File: config.mk
export PLATFORM = sky130hd
export DESIGN_NAME = seg_fetch_unit
export DESIGN_NICKNAME = d
export VERILOG_FILES = /design/src/rtl/seg_fetch_pkg.sv /design/src/rtl/seg_addr_gen.sv /design/src/rtl/seg_ptr_regs.sv /design/src/rtl/seg_fetch_buf.sv /design/src/rtl/seg_fetch_unit.sv
export SDC_FILE = /design/constraint.sdc
export NUM_CORES = 1
export LEC_CHECK = 0
export CORE_ASPECT_RATIO = 0.6
export CORE_MARGIN = 3
export CORE_UTILIZATION = 45
export CTS_BUF_LIST = sky130_fd_sc_hd__clkbuf_8 sky130_fd_sc_hd__clkbuf_16
export CTS_CLUSTER_SIZE = 12
export DETAILED_ROUTE_END_ITERATION = 10
export GPL_TIMING_DRIVEN = 0
export PLACE_DENSITY = 0.72
export SETUP_SLACK_MARGIN = 0.3
export SYNTH_ARGS = -nofsm -noshare
export SYNTH_HDL_FRONTEND = slang
export SYNTH_HIERARCHICAL = 1
export SYNTH_SLANG_ARGS = --single-unit
File: constraint.sdc
create_clock -name clk -period 4.09 [get_ports clk]
set_input_delay 0.818 -clock clk [delete_from_list [all_inputs] [get_ports clk]]
set_output_delay 0.818 -clock clk [all_outputs]
set_load 0.1 [all_outputs]
File: src/rtl/seg_fetch_pkg.sv
// Package: shared widths, reset values and the redirect select type for
// the segmented fetch sequencer.
// Assumes: the physical address is exactly the segment width plus the shift.
package seg_fetch_pkg;
    localparam int SEG_W     = 16;
    localparam int PTR_W     = 16;
    localparam int SEG_SHIFT = 4;
    localparam int PA_W      = SEG_W + SEG_SHIFT;
    localparam int BYTE_W    = 8;

    localparam logic [SEG_W-1:0] RESET_SEG = 16'hFFFF;
    localparam logic [PTR_W-1:0] RESET_PTR = 16'h0000;

    typedef enum logic [1:0] {
        RD_NONE = 2'd0,
        RD_REG  = 2'd1,
        RD_FAR  = 2'd2
    } redirect_e;
endpackage

File: src/rtl/seg_addr_gen.sv
// Module: seg_addr_gen
// Forms the physical fetch address from segment, pointer and the number of
// bytes already buffered ahead of the pointer.
// Assumes: the offset wraps in 16 bits and the sum wraps in PA_W bits.
module seg_addr_gen
    import seg_fetch_pkg::*;
#(
    parameter int CNT_W = 3
) (
    input  logic [SEG_W-1:0] seg,
    input  logic [PTR_W-1:0] ptr,
    input  logic [CNT_W-1:0] fill,
    output logic [PA_W-1:0]  phys
);
    logic [PTR_W-1:0] fetch_off;

    // Offset of the next byte to fetch, wrapped within the segment.
    always_comb fetch_off = ptr + PTR_W'(fill);

    // Shifted segment plus offset, with the carry out of the top bit dropped.
    always_comb phys = {seg, {SEG_SHIFT{1'b0}}} + {{SEG_SHIFT{1'b0}}, fetch_off};
endmodule

File: src/rtl/seg_ptr_regs.sv
// Module: seg_ptr_regs
// Holds the code segment and instruction pointer. It applies redirects with
// far-over-register priority, and pointer advances when no redirect occurs.
// Assumes: adv is only raised for a legal length; the advance wraps in 16 bits.
module seg_ptr_regs
    import seg_fetch_pkg::*;
#(
    parameter int LEN_W = 3
) (
    input  logic             clk,
    input  logic             rst_n,
    input  logic             far_jmp,
    input  logic [SEG_W-1:0] far_seg,
    input  logic [PTR_W-1:0] far_off,
    input  logic             reg_jmp,
    input  logic [PTR_W-1:0] reg_val,
    input  logic             adv,
    input  logic [LEN_W-1:0] adv_len,
    output logic             redirect,
    output logic [SEG_W-1:0] seg_q,
    output logic [PTR_W-1:0] ptr_q
);
    redirect_e sel;

    // Pick the winning redirect source; the far jump outranks the register jump.
    always_comb begin
        if (far_jmp)      sel = RD_FAR;
        else if (reg_jmp) sel = RD_REG;
        else              sel = RD_NONE;
    end

    assign redirect = (sel != RD_NONE);

    // Update segment and pointer: reset, redirect, then sequential advance.
    always_ff @(posedge clk) begin
        if (!rst_n) begin
            seg_q <= RESET_SEG;
            ptr_q <= RESET_PTR;
        end else begin
            unique case (sel)
                RD_FAR: begin
                    seg_q <= far_seg;
                    ptr_q <= far_off;
                end
                RD_REG:  ptr_q <= reg_val;
                default: if (adv) ptr_q <= ptr_q + PTR_W'(adv_len);
            endcase
        end
    end

    assert_far_load_R6: assert property (@(posedge clk) disable iff (!rst_n)
        far_jmp |=> (seg_q == $past(far_seg)) && (ptr_q == $past(far_off)));

    assert_reg_keeps_seg_R7: assert property (@(posedge clk) disable iff (!rst_n)
        (reg_jmp && !far_jmp) |=> $stable(seg_q) && (ptr_q == $past(reg_val)));

    assert_far_wins_R8: assert property (@(posedge clk) disable iff (!rst_n)
        (far_jmp && reg_jmp) |=> (ptr_q == $past(far_off)));

    assert_advance_wrap_R5: assert property (@(posedge clk) disable iff (!rst_n)
        (adv && !far_jmp && !reg_jmp) |=>
            $stable(seg_q) && (ptr_q == PTR_W'($past(ptr_q) + PTR_W'($past(adv_len)))));
endmodule

File: src/rtl/seg_fetch_buf.sv
// Module: seg_fetch_buf
// A byte buffer whose slot 0 always holds the byte at the current pointer.
// A pop drops the leading bytes, a push appends one byte behind the valid
// ones, and a flush empties the buffer (a push in the same cycle is dropped).
// Assumes: push only while not full; pop_len never exceeds the count.
module seg_fetch_buf
    import seg_fetch_pkg::*;
#(
    parameter int DEPTH = 6,
    parameter int CNT_W = 3
) (
    input  logic                      clk,
    input  logic                      rst_n,
    input  logic                      flush,
    input  logic                      push,
    input  logic [BYTE_W-1:0]         push_data,
    input  logic                      pop,
    input  logic [CNT_W-1:0]          pop_len,
    output logic [CNT_W-1:0]          count,
    output logic                      full,
    output logic [DEPTH*BYTE_W-1:0]   bytes_flat
);
    logic [BYTE_W-1:0] slot_q [DEPTH];
    logic [BYTE_W-1:0] slot_d [DEPTH];
    logic [CNT_W-1:0]  cnt_q, cnt_d, base;

    // Next slot contents and fill level after flush, pop and push.
    always_comb begin
        for (int i = 0; i < DEPTH; i++) slot_d[i] = slot_q[i];
        base  = cnt_q;
        cnt_d = cnt_q;
        if (flush) begin
            cnt_d = '0;
        end else begin
            if (pop) begin
                base = cnt_q - pop_len;
                for (int i = 0; i < DEPTH; i++) begin
                    slot_d[i] = '0;
                    for (int j = 0; j < DEPTH; j++)
                        if (j == i + int'(pop_len)) slot_d[i] = slot_q[j];
                end
            end
            if (push) begin
                for (int i = 0; i < DEPTH; i++)
                    if (i == int'(base)) slot_d[i] = push_data;
                cnt_d = base + CNT_W'(1);
            end else begin
                cnt_d = base;
            end
        end
    end

    // Fill level register with synchronous reset.
    always_ff @(posedge clk) begin
        if (!rst_n) cnt_q <= '0;
        else        cnt_q <= cnt_d;
    end

    // Byte storage; contents beyond the fill level are don't-care.
    always_ff @(posedge clk) begin
        for (int i = 0; i < DEPTH; i++) slot_q[i] <= slot_d[i];
    end

    assign count = cnt_q;
    assign full  = (cnt_q == CNT_W'(DEPTH));

    generate
        for (genvar g = 0; g < DEPTH; g++) begin : g_flat
            assign bytes_flat[g*BYTE_W +: BYTE_W] = slot_q[g];
        end
    endgenerate

    assert_fill_bound_R3: assert property (@(posedge clk) disable iff (!rst_n)
        cnt_q <= CNT_W'(DEPTH));

    assert_flush_empties_R9: assert property (@(posedge clk) disable iff (!rst_n)
        flush |=> (cnt_q == '0));
endmodule

File: src/rtl/seg_fetch_unit.sv
// Module: seg_fetch_unit (top)
// Segmented instruction fetch sequencer. Segment and pointer registers drive
// an address adder. The adder fetches bytes into a buffer, which presents an
// instruction once the decode stub's reported length is covered.
// Assumes: memory data is valid in the same cycle as mem_req_ready.
module seg_fetch_unit
    import seg_fetch_pkg::*;
#(
    parameter int MAX_LEN = 6,
    parameter int LEN_W   = $clog2(MAX_LEN + 1)
) (
    input  logic                        clk,
    input  logic                        rst_n,
    output logic                        mem_req_valid,
    output logic [PA_W-1:0]             mem_req_addr,
    input  logic                        mem_req_ready,
    input  logic [BYTE_W-1:0]           mem_rdata,
    input  logic [LEN_W-1:0]            dec_len,
    output logic                        insn_valid,
    input  logic                        insn_ready,
    output logic [MAX_LEN*BYTE_W-1:0]   insn_bytes,
    output logic [SEG_W-1:0]            insn_seg,
    output logic [PTR_W-1:0]            insn_ptr,
    input  logic                        far_jmp,
    input  logic [SEG_W-1:0]            far_seg,
    input  logic [PTR_W-1:0]            far_off,
    input  logic                        reg_jmp,
    input  logic [PTR_W-1:0]            reg_val
);
    logic             redirect;
    logic             consume;
    logic             fetch_take;
    logic             buf_full;
    logic             len_legal;
    logic [LEN_W-1:0] fill;
    logic [SEG_W-1:0] seg_q;
    logic [PTR_W-1:0] ptr_q;

    seg_ptr_regs #(.LEN_W(LEN_W)) u_regs (
        .clk      (clk),
        .rst_n    (rst_n),
        .far_jmp  (far_jmp),
        .far_seg  (far_seg),
        .far_off  (far_off),
        .reg_jmp  (reg_jmp),
        .reg_val  (reg_val),
        .adv      (consume),
        .adv_len  (dec_len),
        .redirect (redirect),
        .seg_q    (seg_q),
        .ptr_q    (ptr_q)
    );

    seg_addr_gen #(.CNT_W(LEN_W)) u_addr (
        .seg  (seg_q),
        .ptr  (ptr_q),
        .fill (fill),
        .phys (mem_req_addr)
    );

    seg_fetch_buf #(.DEPTH(MAX_LEN), .CNT_W(LEN_W)) u_buf (
        .clk        (clk),
        .rst_n      (rst_n),
        .flush      (redirect),
        .push       (fetch_take),
        .push_data  (mem_rdata),
        .pop        (consume),
        .pop_len    (dec_len),
        .count      (fill),
        .full       (buf_full),
        .bytes_flat (insn_bytes)
    );

    // Legal lengths run from one byte up to the buffer depth.
    always_comb len_legal = (dec_len != '0) && (dec_len <= LEN_W'(MAX_LEN));

    // Request a byte whenever there is room; a byte lands on the handshake.
    always_comb begin
        mem_req_valid = !buf_full;
        fetch_take    = mem_req_valid && mem_req_ready;
    end

    // Present an instruction when it is fully buffered and no redirect is pending.
    always_comb begin
        insn_valid = len_legal && (fill >= dec_len) && !redirect;
        consume    = insn_valid && insn_ready;
    end

    assign insn_seg = seg_q;
    assign insn_ptr = ptr_q;

    assert_stall_holds_addr_R3: assert property (@(posedge clk) disable iff (!rst_n)
        (mem_req_valid && !mem_req_ready && !redirect) |=> $stable(mem_req_addr));

    assert_legal_len_only_R10: assert property (@(posedge clk) disable iff (!rst_n)
        insn_valid |-> (dec_len >= LEN_W'(1)) && (dec_len <= LEN_W'(MAX_LEN)));

    assert_redirect_blocks_issue_R9: assert property (@(posedge clk) disable iff (!rst_n)
        (far_jmp || reg_jmp) |-> !insn_valid);

    assert_reset_start_R1: assert property (@(posedge clk)
        !rst_n |=> (insn_seg == RESET_SEG) && (insn_ptr == RESET_PTR) && !insn_valid);
endmodule

==> metrics.cfg <==
[status]
status = finished with violations
violations = max-capacitance violations, max-slew violations, negative setup slack

[route]
drtIter0Drc = 1631
vias = 9194
drc_errors = 0
drt_wl_total_mm = 36.8
first_pass_iters = 7
wl_per_cell_um = 26.9
vias_per_cell = 6.72
drtAntennaViolNets = 0

[worst_hold_path]
hold_end = u_regs/ptr_q[8]$_SDFFE_PN0P_
worstHoldStart = u_regs/ptr_q[8]$_SDFFE_PN0P_
holdPathStages = 2
hp-class = flip-flop to flip-flop

[pwr]
power_mw = 3.99
ir_drop_mv = 0.197
p_per_area_mw_per_mm2 = 348
power_leakage_nw = 4.39

[timing]
worstMarginPinSlew_ns = 1.60
maxSlewViolCount = 9
hold_violations = 0
max_freq_mhz = 230
min_period_ns = 4.35
setup_viol = 10
fin_ws_ns = -0.256
fin_hold_ws_ns = 0.544
finClkSkew_ns = 0.0123
slew_headroom = -0.0764
rsz0062_at_grt = true
finalCritPeriodShare = 1.06

[synth]
synth_seq_area_share = 0.276
async_reset_ff_frac = 0
synth_ff_type = edfxtp_1
synth-edff-count = 48
syn_nets = 1016
yosys.cell_types.count = 81
synthesis.area_mm2 = 0.00775
syn_area_per_cell_um2 = 8.48
synthCells = 914
synth-seq-cells = 83
yosysWarnings = 6

[worst_setup_path]
start_kind = flip-flop
cp.arrival_ns = 3.53
crit_chain = ha_4 > fa_2 > a21oi_4 > nor3_4 > and3_4 > xor2_4 > ha_4 > a211oi_2 > nor2_2 > o31a_1 > o311ai_4 > xnor2_4 > buf_12
crit-reg2reg-launch = u_buf/count[0]$_SDFF_PP0_
end_kind = output port
slowest_delay_ns = 0.40
r2r-end = u_buf/slot_q[5][7]$_DFFE_PN_
crit_type = flip-flop to output port
crit_top_cell = ha_4
cp_slowest_cell = o311ai_4
reg2reg_slack_ns = 0.62
cp.required_ns = 3.27
reg2reg_depth = 15
worstPathMaxFanout = 4

[final_layout]
fin_nets = 1237
final_cells = 1368
final_cell_mix = 143 x clkdlybuf4s50_1, 85 x a21oi_1, 74 x nor2_1
n_antenna_cell = 0
drive_above_1_share = 0.240
fillers = 1320
area_growth_syn_to_layout_pct = 48.1
final_common_cell = clkdlybuf4s50_1
fin_area_mm2 = 0.0115
multi_input_area_mm2 = 0.00608
register_area_mm2 = 0.00218

[placement]
pre_cts_ws_ns = -1.56
gp_congestion = 1.04
portBuffers = 165
place_hpwl_mm = 24.8
numPlacedInstances = 1309
place_area_mm2 = 0.0101

[floorplanning]
io_pins = 167
fp.coreArea_mm2 = 0.0165
die_area_mm2 = 0.0189
die_h_um = 108
fp.dieW_um = 175
start_util = 0.469
rows = 36

[global_routing]
grt-ovfl-total = 0
grt_busiest_layer = met1
antenna_found_initial = 0
grt.met1_usage = 0.558
use_met2 = 0.501
grt_pass1_vias = 8434
grt_pass1_wl_mm = 53.0
grt_usage = 0.372
grt_use_met3 = 0.131
grt_max_degree = 27

[clock_network]
clock_sinks = 83
clockBufferDepth = 2
clockRootBuffer = clkbuf_16
hold_buffers = 0
htree_levels = 3
path_clk_slew_ns = 0.06
cts_buffers = 9
cts_tree = built
clk_latency_ns = 0.35

[job]
drv_cap = 1

[Yosys cell counts, types with 17 or more instances]
| cell | n | area share |
|---|---|---|
| nor2b_1 | 19 | 0.015 |
| o21ai_0 | 51 | 0.033 |
| a221oi_1 | 19 | 0.021 |
| o22ai_1 | 23 | 0.019 |
| ha_1 | 33 | 0.053 |
| edfxtp_1 | 48 | 0.19 |
| inv_1 | 38 | 0.018 |
| nand2_1 | 56 | 0.027 |
| buf_2 | 18 | 0.012 |
| clkbuf_1 | 23 | 0.011 |
| mux2i_1 | 54 | 0.070 |
| nor3_1 | 17 | 0.011 |
| mux2_2 | 18 | 0.026 |
| a21oi_1 | 96 | 0.062 |
| dfxtp_1 | 35 | 0.090 |
| nor2_1 | 80 | 0.039 |
| nand3_1 | 17 | 0.011 |
[what timing repair did]
action / in CTS / in global routing
pin swaps: 30 / 18
setup buffers: 29 / 14
resized for setup: 236 / 34
endpoints found under the setup margin: 66 / 64
[layout make-up]
class,instances,share of cell area
clock inverters,5,0.00567
inverters,40,0.0135
well taps,228,0.0248
multi-input cells,737,0.530
flip-flops and latches,83,0.190
plain buffers,54,0.0265
clock buffers,11,0.0230
repair buffers,210,0.186
[critical path, delay by kind of cell (launching register included)]
family,cells,cell delay [ns]
flops,1,0.35
buf+inv,1,0.20
fa+ha+maj,3,0.73
xor+xnor,2,0.34
simple gates,3,0.38
compound gates,4,1.18
[metal layers]
metal / wire [µm] / vias to the layer above / part of all wire
li1: - / 3932 / -
met1: 15500 / 4369 / 0.42
met2: 14600 / 805 / 0.40
met3: 5910 / 86 / 0.16
met4: 851 / 2 / 0.023
met5: 55 / - / 0.0015
[logic make-up after synthesis]
| group | after synthesis | synth area share |
|---|---|---|
| flops | 83 | 0.276 |
| simple gates | 262 | 0.176 |
| buf+inv | 94 | 0.0542 |
| fa+ha+maj | 37 | 0.0636 |
| compound gates | 335 | 0.299 |
| mux | 72 | 0.0959 |
| xor+xnor | 31 | 0.0350 |
[state kept, by name, summed over array words and instances, names as in the netlist]
signal	count
u_buf/slot_q	48
u_buf/count	3
u_regs/seg_q	16
u_regs/ptr_q	16
[stage by stage]
stage,utilization,setup TNS [ns]
finish,0.695,-1.56
global placement,0.608,-65.72
detailed placement,0.610,-67.76
CTS,0.681,-0.659
global route,0.695,-2.52
floorplan,-,-0.332
[how the worst max path moves through the flow]
stage | from | to | cells after the start
floorplan | u_regs/ptr_q[1]$_SDFFE_PN0P_ | mem_req_addr[15] | 12
global placement | dec_len[1] | u_buf/slot_q[3][6]$_DFFE_PN_ | 13
detailed placement | dec_len[1] | u_buf/slot_q[3][7]$_DFFE_PN_ | 13
CTS | u_buf/count[0]$_SDFF_PP0_ | mem_req_addr[18] | 13
global route | u_buf/count[0]$_SDFF_PP0_ | mem_req_addr[16] | 15
finish | u_buf/count[0]$_SDFF_PP0_ | mem_req_addr[18] | 13
[where the power goes]
| group | total [mW] | leakage [nW] | internal [mW] | switching (mW) |
|---|---|---|---|---|
| sequential | 1.03 | 0.750 | 0.934 | 0.0991 |
| clock | 0.932 | 0.162 | 0.535 | 0.397 |
| combinational | 2.03 | 3.48 | 0.712 | 1.31 |
Note: power is estimated with default switching activity, not from simulation.
